**src/rtl/snoop_ctl_pkg.sv**
```systemverilog
package snoop_ctl_pkg;

    localparam int WIN_AW = 8;

    typedef enum logic [2:0] {
        REG_ENABLE,
        REG_LAYOUT,
        REG_STATUS,
        REG_FLUSH,
        REG_HOLE
    } region_e;

    localparam logic [WIN_AW-1:0] OFS_ENABLE = 8'h00;
    localparam logic [WIN_AW-1:0] OFS_LAYOUT = 8'h04;
    localparam logic [WIN_AW-1:0] OFS_STATUS = 8'h08;
    localparam logic [WIN_AW-1:0] OFS_FLUSH  = 8'h0C;

    // Present-core mask at bit 4 and up, count minus one in the low nibble.
    function automatic logic [31:0] layout_word(input int cores);
        logic [31:0] mask;
        mask = (32'd1 << cores) - 32'd1;
        return (mask << 4) | 32'(cores - 1);
    endfunction

endpackage

```
**src/rtl/snoop_ctl_decode.sv**
```systemverilog
module snoop_ctl_decode
    import snoop_ctl_pkg::*;
(
    input  logic [WIN_AW-1:0] addr,
    output region_e           region
);

    always_comb begin
        unique case (addr)
            OFS_ENABLE: region = REG_ENABLE;
            OFS_LAYOUT: region = REG_LAYOUT;
            OFS_STATUS: region = REG_STATUS;
            OFS_FLUSH:  region = REG_FLUSH;
            default:    region = REG_HOLE;
        endcase
    end

endmodule

```
**src/rtl/snoop_ctl_enable.sv**
```systemverilog
module snoop_ctl_enable (
    input  logic clk,
    input  logic rst_n,
    input  logic load,
    input  logic load_val,
    output logic enable
);

    typedef struct packed {
        logic en;
    } state_t;

    state_t st_d, st_q;

    always_comb begin
        st_d = st_q;
        if (load) begin
            st_d.en = load_val;
        end
    end

    always_ff @(posedge clk) begin
        if (!rst_n) begin
            st_q <= '0;
        end else begin
            st_q <= st_d;
        end
    end

    assign enable = st_q.en;

    // only a control write may move the enable bit.
    p_enable_hold_r6: assert property (@(posedge clk) disable iff (!rst_n)
        !load |=> $stable(enable));

endmodule

```
**src/rtl/snoop_ctl_regs.sv**
```systemverilog
module snoop_ctl_regs
    import snoop_ctl_pkg::*;
#(
    parameter int NUM_CORES = 4,
    parameter int DATA_W    = 32
) (
    input  logic              clk,
    input  logic              rst_n,
    input  logic              bus_sel,
    input  logic              bus_wr,
    input  logic [WIN_AW-1:0] bus_addr,
    input  logic [DATA_W-1:0] wr_data,
    output logic [DATA_W-1:0] rd_data,
    output logic              rd_valid,
    output logic              bad_access
);

    localparam logic [DATA_W-1:0] LAYOUT_VAL = DATA_W'(layout_word(NUM_CORES));

    typedef struct packed {
        logic              vld;
        logic              bad;
        logic [DATA_W-1:0] dat;
    } resp_t;

    region_e region;
    logic    enable;
    logic    enable_load;
    logic    rd_req;

    resp_t rsp_d, rsp_q;

    snoop_ctl_decode u_decode (
        .addr   (bus_addr),
        .region (region)
    );

    assign enable_load = bus_sel && bus_wr && (region == REG_ENABLE);
    assign rd_req      = bus_sel && !bus_wr;

    snoop_ctl_enable u_enable (
        .clk      (clk),
        .rst_n    (rst_n),
        .load     (enable_load),
        .load_val (wr_data[0]),
        .enable   (enable)
    );

    always_comb begin
        rsp_d     = '0;
        rsp_d.vld = rd_req;
        rsp_d.bad = bus_sel && (region == REG_HOLE);
        if (rd_req) begin
            unique case (region)
                REG_ENABLE: rsp_d.dat = DATA_W'(enable);
                REG_LAYOUT: rsp_d.dat = LAYOUT_VAL;
                default:    rsp_d.dat = '0;
            endcase
        end
    end

    always_ff @(posedge clk) begin
        if (!rst_n) begin
            rsp_q <= '0;
        end else begin
            rsp_q <= rsp_d;
        end
    end

    assign rd_data    = rsp_q.dat;
    assign rd_valid   = rsp_q.vld;
    assign bad_access = rsp_q.bad;

    p_rd_latency_r9: assert property (@(posedge clk) disable iff (!rst_n)
        (bus_sel && !bus_wr) |=> rd_valid);

    p_rd_quiet_r9: assert property (@(posedge clk) disable iff (!rst_n)
        !(bus_sel && !bus_wr) |=> (!rd_valid && rd_data == '0));

    p_enable_read_r2: assert property (@(posedge clk) disable iff (!rst_n)
        (bus_sel && !bus_wr && bus_addr == OFS_ENABLE) |=> (rd_data[DATA_W-1:1] == '0));

    p_layout_read_r3: assert property (@(posedge clk) disable iff (!rst_n)
        (bus_sel && !bus_wr && bus_addr == OFS_LAYOUT) |=> (rd_data == LAYOUT_VAL));

    p_zero_read_r5: assert property (@(posedge clk) disable iff (!rst_n)
        (bus_sel && !bus_wr && (bus_addr == OFS_STATUS || bus_addr == OFS_FLUSH))
        |=> (rd_data == '0));

    p_hole_flag_r8: assert property (@(posedge clk) disable iff (!rst_n)
        (bus_sel && region == REG_HOLE) |=> bad_access);

    p_no_flag_r8: assert property (@(posedge clk) disable iff (!rst_n)
        !(bus_sel && region == REG_HOLE) |=> !bad_access);

endmodule

```
**config.mk**
```make
export PLATFORM = sky130hd
export DESIGN_NAME = snoop_ctl_regs
export DESIGN_NICKNAME = d
export VERILOG_FILES = /design/src/rtl/snoop_ctl_pkg.sv /design/src/rtl/snoop_ctl_decode.sv /design/src/rtl/snoop_ctl_enable.sv /design/src/rtl/snoop_ctl_regs.sv
export SDC_FILE = /design/constraint.sdc
export NUM_CORES = 1
export LEC_CHECK = 0
export CAP_MARGIN = 40
export CORE_ASPECT_RATIO = 0.75
export CORE_UTILIZATION = 21
export DETAILED_ROUTE_END_ITERATION = 10
export MAX_ROUTING_LAYER = met4
export PLACE_DENSITY = 0.83
export SYNTH_ARGS = -nofsm -noshare
export SYNTH_HDL_FRONTEND = slang
export SYNTH_SLANG_ARGS = --single-unit
```
**constraint.sdc**
```tcl
create_clock -name clk -period 1.94 [get_ports clk]
set_input_delay 0.388 -clock clk [delete_from_list [all_inputs] [get_ports clk]]
set_output_delay 0.388 -clock clk [all_outputs]
set_load 0.02 [all_outputs]
```
==> load_flow_metrics.sql, run 1 <==
INSERT INTO impl_metrics (metric_group, metric, value, unit) VALUES
('run_status', 'status', 'finished, final reports clean', ''),
('grt', 'globalRouteTotalUtil', '0.0628', ''),
('floorplanning', 'start_util', '0.233', ''),
('drt', 'detail_route.wl_per_cell', '7.35', 'µm'),
('placement', 'numPortBuffers', '20', ''),
('grt', 'grt_pass1_vias', '199', ''),
('placement', 'dpl-instance-area', '513', 'µm²'),
('sta', 'achievable-frequency', '598', 'MHz'),
('cells_and_area', 'post-route-cell-area', '539', 'µm²'),
('setup_path', 'worstSetupStartpoint', 'bus_addr[1]', ''),
('drt', 'drt_wl_total', '669', 'µm'),
('synthesis', 'post_synthesis_share_of_cell_area_spent_on_xor_and_xnor_gates', '0', ''),
('setup_path', 'worst_setup_sp_type', 'primary input', ''),
('setup_path', 'rrSetupSlack', '1.29', 'ns'),
('synthesis', 'synth-seq-cells', '5', ''),
('sta', 'final.setup_skew', '0.0123', 'ns'),
('placement', 'place_hpwl', '573', 'µm'),
('synthesis', 'synthMuxAreaShare', '0.0240', ''),
('cells_and_area', 'nets', '114', ''),
('floorplanning', 'die-area', '2170', 'µm²'),
('floorplanning', 'fp.coreArea', '1790', 'µm²'),
('synthesis', 'synth-compound-area-share', '0.0240', ''),
('cells_and_area', 'synthToLayoutAreaGrowth', '29.4', '%'),
('clocking', 'clock_sink_count', '5', ''),
('setup_path', 'cp_data_required_time', '2.12', 'ns'),
('sta', 'finalCriticalPeriod', '1.67', 'ns'),
('worst_hold_path', 'worst_hold_startpoint', 'u_enable.enable', ''),
('setup_path', 'end_kind', 'register', ''),
('sta', 'grt_setup_unrepaired', 'false', ''),
('synthesis', 'syn_area', '417', 'µm²'),
('synthesis', 'synth_top_family_by_area', 'buffers and inverters', ''),
('setup_path', 'critPathKind', 'primary input to register', ''),
('power_and_ir_drop', 'pwr_density_cell', '586', 'nW/µm²'),
('synthesis', 'synth_cell_types', '12', ''),
('synthesis', 'synthAdderAreaFrac', '0', ''),
('synthesis', 'synth_warnings', '0', ''),
('drt', 'antenna_violating_nets_post_route', '0', ''),
('cells_and_area', 'antenna-diode-count', '0', ''),
('power_and_ir_drop', 'total_leakage_power', '0.255', 'nW'),
('cells_and_area', 'most_used_cells_in_the_layout_excluding_fill_and_tap_cells', 'conb_1, clkdlybuf4s50_1, dfxtp_1, nand2_1', ''),
('synthesis', 'syn-mean-instance-area', '8.33', 'µm²'),
('drt', 'number_of_vias_per_cell', '3.18', ''),
('floorplanning', 'ioPinCount', '78', ''),
('clocking', 'cts_root_buffer', 'clkbuf_4', ''),
('clocking', 'cts_made_buffers', '3', ''),
('drt', 'detail_route.iter0.violations', '3', ''),
('drt', 'detail_route.first_pass.iterations', '3', ''),
('clocking', 'cts_max_level', '1', ''),
('clocking', 'worst_skew_pair.late_latency', '0.25', 'ns'),
('cells_and_area', 'mostFrequentLayoutCell', 'conb_1', ''),
('grt', 'globalRouteOverflowTotal', '0', ''),
('flow_run', 'max_cap_violations', '0', ''),
('worst_hold_path', 'type_of_the_worst_min_delay_path', 'register to register', ''),
('grt', 'antenna_found_initial', '0', ''),
('sta', 'hold_viol', '0', ''),
('floorplanning', 'die_outline_height', '40.6', 'µm'),
('placement', 'post-place-cells', '87', ''),
('clocking', 'tritoncts_clock_tree', 'done', ''),
('cells_and_area', 'post_route_cells_drive_above_1_share', '0.0725', ''),
('drt', 'via_count', '289', ''),
('floorplanning', 'die_w', '53.4', 'µm'),
('sta', 'report.final.slew_viol_count', '0', ''),
('grt', 'grt_max_degree', '6', ''),
('grt', 'grt_first_pass_wirelength', '834', 'µm'),
('floorplanning', 'std_cell_rows', '13', ''),
('clocking', 'post_cts_resize_count', '0', ''),
('placement', 'place.gp.congestion', '0.500', ''),
('clocking', 'max-clock-path-buffers', '2', ''),
('cells_and_area', 'final_cell_count_no_fill', '91', ''),
('drt', 'drt_drc_violations_left', '0', ''),
('synthesis', 'synth_cells', '50', '');
worst paths after layout:
path / to / cells after the start
hold reg to reg: u_enable.enable / 2
setup reg to reg: rd_data[0] / 1
setup / recovery: u_enable.enable / 4
hold / removal: u_enable.enable / 2
cells in the mapped netlist:
cell | instances | share of area
dfxtp_1 | 5 | 0.24
mux2i_1 | 1 | 0.024
nand2_1 | 4 | 0.036
conb_1 | 1 | 0.0090
nor4_2 | 1 | 0.030
buf_4 | 30 | 0.54
nor2_1 | 3 | 0.027
or3_1 | 1 | 0.015
and3_1 | 1 | 0.015
or4_4 | 1 | 0.027
nor3_1 | 1 | 0.012
o211a_1 | 1 | 0.024
layer usage:
| layer | wire, µm | global-route usage |
|---|---|---|
| met1 | 243 | 0.0697 |
| met2 | 363 | 0.0875 |
| met3 | 52 | 0.0341 |
| met4 | 10 | 0.0395 |
| met5 | 0 | - |
power breakdown:
part | internal [mW] | switching, mW
registers | 0.105 | 0.000450
clock network | 0.0781 | 0.0491
logic | 0.0268 | 0.0565
total | 0.210 | 0.106
cell type report:
class,count,area (µm²),share of cell area
Timing Repair Buffer,20,200,0.371
Tap cell,22,27.5,0.0510
Clock buffer,4,26.3,0.0487
Sequential cell,5,100,0.186
Multi-Input combinational cell,40,185,0.343
worst max-delay path: stages:
cell and delay [ns]:
clkdlybuf4s50_1 0.40, or4_4 0.56, nor4_2 0.30, mux2i_1 0.21
sequential cells by signal, indices dropped and copies added, names as in the netlist:
signal	cells
bad_access	1
rd_valid	1
rd_data	2
u_enable.enable	1
cell families after synthesis:
kind of cell,Yosys count
simple gates,12
flops,5
other cells,1
compound gates,1
mux,1
buf+inv,30
stage by stage:
| step | total power, mW | setup slack, ns | util |
|---|---|---|---|
| after floorplan | 0.199 | 0.485 | - |
| after global placement | 0.189 | 0.0486 | 0.287 |
| after detailed placement | 0.190 | 0.0232 | 0.287 |
| after CTS | 0.317 | 0.268 | 0.301 |
| after global routing | 0.334 | 0.206 | 0.301 |
| final | 0.316 | 0.266 | 0.301 |
Power figures use the tool's default switching activity.
==> run 2: changes to the inputs <==
--- a/config.mk
+++ b/config.mk
@@ -8,6 +8,7 @@
 export CAP_MARGIN = 40
 export CORE_ASPECT_RATIO = 0.75
 export CORE_UTILIZATION = 21
+export CTS_CLUSTER_SIZE = 8
 export DETAILED_ROUTE_END_ITERATION = 10
 export MAX_ROUTING_LAYER = met4
 export PLACE_DENSITY = 0.83
==> results of run 2 <==
Same layout as run 1: the final DEF is identical, and so are final timing and power.
==> run 3: changes to the inputs <==
--- a/config.mk
+++ b/config.mk
@@ -7,11 +7,12 @@
 export LEC_CHECK = 0
 export CAP_MARGIN = 40
 export CORE_ASPECT_RATIO = 0.75
-export CORE_UTILIZATION = 21
+export CORE_UTILIZATION = 19
 export CTS_CLUSTER_SIZE = 8
 export DETAILED_ROUTE_END_ITERATION = 10
 export MAX_ROUTING_LAYER = met4
-export PLACE_DENSITY = 0.83
+export PLACE_DENSITY = 0.77
+export SLEW_MARGIN = 20
 export SYNTH_ARGS = -nofsm -noshare
 export SYNTH_HDL_FRONTEND = slang
 export SYNTH_SLANG_ARGS = --single-unit
==> constraint.sdc (replaced) <==
create_clock -name clk -period 1.6 [get_ports clk]
set_input_delay 0.32 -clock clk [delete_from_list [all_inputs] [get_ports clk]]
set_output_delay 0.32 -clock clk [all_outputs]
set_load 0.02 [all_outputs]
==> run 3 against run 2 <==
Core utilization shrank 2.6 points. Cell area grew 3.9%. Setup slack got worse by 0.22 ns. Global-route usage decreased by 0.36 points. Die area rose by 10%. Non-clock buffer count increased by 1. Sequential power increased by 22%. Register-to-register slack got worse by 0.32 ns. Sequential cell count unchanged. Clock skew decreased by 0.012 ns.
==> load_flow_metrics.sql, run 3 (synthesis gave the netlist of run 1 again) <==
INSERT INTO impl_metrics (metric_group, metric, value, unit) VALUES
('sta', 'grt_setup_unrepaired', 'false', ''),
('floorplanning', 'ioPinCount', '78', ''),
('run_status', 'status', 'finished, final reports clean', ''),
('setup_path', 'crit_path_max_fanout', '5', ''),
('floorplanning', 'std_cell_rows', '14', ''),
('power_and_ir_drop', 'ir_worst_vdd', '0.000268', 'V'),
('grt', 'globalRouteOverflowTotal', '0', ''),
('cells_and_area', 'synthToLayoutAreaGrowth', '34.5', '%'),
('cells_and_area', 'largest_register_ff_count', '2', ''),
('floorplanning', 'start_util', '0.205', ''),
('clocking', 'cts_max_level', '1', ''),
('cells_and_area', 'nets', '115', ''),
('grt', 'grt_max_degree', '6', ''),
('power_and_ir_drop', 'total_leakage_power', '0.283', 'nW'),
('setup_path', 'crit_path_max_incr_delay', '0.62', 'ns'),
('floorplanning', 'fp.coreArea', '2030', 'µm²'),
('sta', 'setup_violating_endpoint_count_in_the_final_report', '0', ''),
('cells_and_area', 'fillCellCount', '236', ''),
('sta', 'achievable-frequency', '645', 'MHz'),
('setup_path', 'crit_path_top_delay_cell', 'clkdlybuf4s50_1', ''),
('drt', 'drt_wl_total', '662', 'µm'),
('setup_path', 'worst_setup_sp_type', 'register', ''),
('grt', 'grt_first_pass_wirelength', '938', 'µm'),
('drt', 'via_count', '301', ''),
('worst_hold_path', 'type_of_the_worst_min_delay_path', 'register to register', ''),
('cells_and_area', 'post_route_cells_drive_above_1_share', '0.0857', ''),
('drt', 'antenna_violating_nets_post_route', '0', ''),
('floorplanning', 'die-area', '2390', 'µm²'),
('cells_and_area', 'post-route-cell-area', '561', 'µm²'),
('placement', 'place.gp.congestion', '0.738', ''),
('grt', 'antenna_found_initial', '0', ''),
('sta', 'report.final.slew_viol_count', '0', ''),
('cells_and_area', 'antenna-diode-count', '0', ''),
('drt', 'drt_drc_violations_left', '0', ''),
('setup_path', 'rrSetupSlack', '0.97', 'ns'),
('drt', 'number_of_vias_per_cell', '3.20', ''),
('power_and_ir_drop', 'pwr_density_cell', '666', 'nW/µm²'),
('drt', 'detail_route.iter0.violations', '0', ''),
('setup_path', 'critPathTopFamily', 'buffers and inverters', ''),
('setup_path', 'end_kind', 'output port', ''),
('placement', 'numPortBuffers', '20', ''),
('clocking', 'tritoncts_clock_tree', 'done', ''),
('clocking', 'cts_root_buffer', 'clkbuf_4', ''),
('clocking', 'post_cts_buffers', '0', ''),
('clocking', 'worst_setup_hold_path_clk_slew', '0.04', 'ns'),
('placement', 'post-place-cells', '90', ''),
('setup_path', 'cp_data_required_time', '1.28', 'ns'),
('placement', 'dpl-instance-area', '523', 'µm²'),
('cells_and_area', 'final_cell_count_no_fill', '94', ''),
('clocking', 'max-clock-path-buffers', '2', ''),
('clocking', 'cts_made_buffers', '3', ''),
('grt', 'grt_pass1_vias', '241', ''),
('clocking', 'cts_hold_buf', '0', ''),
('setup_path', 'critPathKind', 'register to output port', ''),
('grt', 'globalRouteTotalUtil', '0.0591', ''),
('drt', 'detail_route.wl_per_cell', '7.04', 'µm'),
('setup_path', 'cp.buffers_inverters', '1', ''),
('clocking', 'worst_skew_pair.late_latency', '0.24', 'ns'),
('sta', 'hold_viol', '0', ''),
('sta', 'post-route-period-util', '0.970', ''),
('sta', 'finalCriticalPeriod', '1.55', 'ns'),
('floorplanning', 'die_w', '56.1', 'µm'),
('clocking', 'clock_sink_count', '5', ''),
('drt', 'detail_route.first_pass.iterations', '1', ''),
('setup_path', 'worst_ep_arrival_time', '1.23', 'ns'),
('flow_run', 'max_cap_violations', '0', ''),
('placement', 'place_hpwl', '556', 'µm'),
('sta', 'final.setup_skew', '0.00000394', 'ns'),
('cells_and_area', 'mostFrequentLayoutCell', 'conb_1', ''),
('floorplanning', 'die_outline_height', '42.6', 'µm'),
('setup_path', 'path_cells', 'clkdlybuf4s50_1', ''),
('cells_and_area', 'most_used_cells_in_the_layout_excluding_fill_and_tap_cells', 'conb_1, clkdlybuf4s50_1, dfxtp_1, nand2_1', '');
run 3: timing repair:
item                                    in CTS  in global routing
endpoints found under the setup margin       1                  2
gates resized for setup                      1                  1
pin swaps                                    0                  1
cloned                                       0                  0
run 3: per-layer routing:
layer,GRT usage,routed length [µm],share of wire,up-vias
met5,-,0,0,-
met4,0.0439,11,0.017,0
met3,0.0463,59,0.089,3
met2,0.0929,363,0.55,18
met1,0.0464,227,0.34,135
li1,-,-,-,145
run 3: worst paths after layout:
kind | startpoint | end | depth (start not counted)
worst max-delay path | rd_data[6] | rd_data[4] | 1
worst min register to register | u_enable.enable | u_enable.enable | 2
worst max register to register | u_enable.enable | rd_data[0] | 1
worst min-delay path | u_enable.enable | u_enable.enable | 2
run 3: through the flow:
stage / setup TNS (ns) / total power, mW / hold WS, ns / utilization / setup slack [ns]
after floorplan: 0 / 0.241 / 0.411 / - / 0.213
after global placement: -0.656 / 0.231 / 0.446 / 0.257 / -0.239
after detailed placement: -0.659 / 0.231 / 0.463 / 0.257 / -0.235
after CTS: 0 / 0.380 / 0.469 / 0.275 / 0.00179
after global routing: 0 / 0.400 / 0.511 / 0.276 / 0.00458
final: 0 / 0.374 / 0.461 / 0.276 / 0.0487
run 3: report_power, final:
| part | switching, mW | total, mW | internal, mW |
|---|---|---|---|
| Sequential | 0.000733 | 0.128 | 0.128 |
| Clock | 0.0478 | 0.142 | 0.0940 |
| Combinational | 0.0699 | 0.103 | 0.0335 |
run 3: final cells by class:
| type | count | area [µm²] | area share |
|---|---|---|---|
| tap | 24 | 30.0 | 0.0536 |
| timing repair buffer | 21 | 210 | 0.375 |
| multi-input combinational | 40 | 194 | 0.346 |
| sequential | 5 | 100 | 0.179 |
| clock buffer | 4 | 26.3 | 0.0469 |
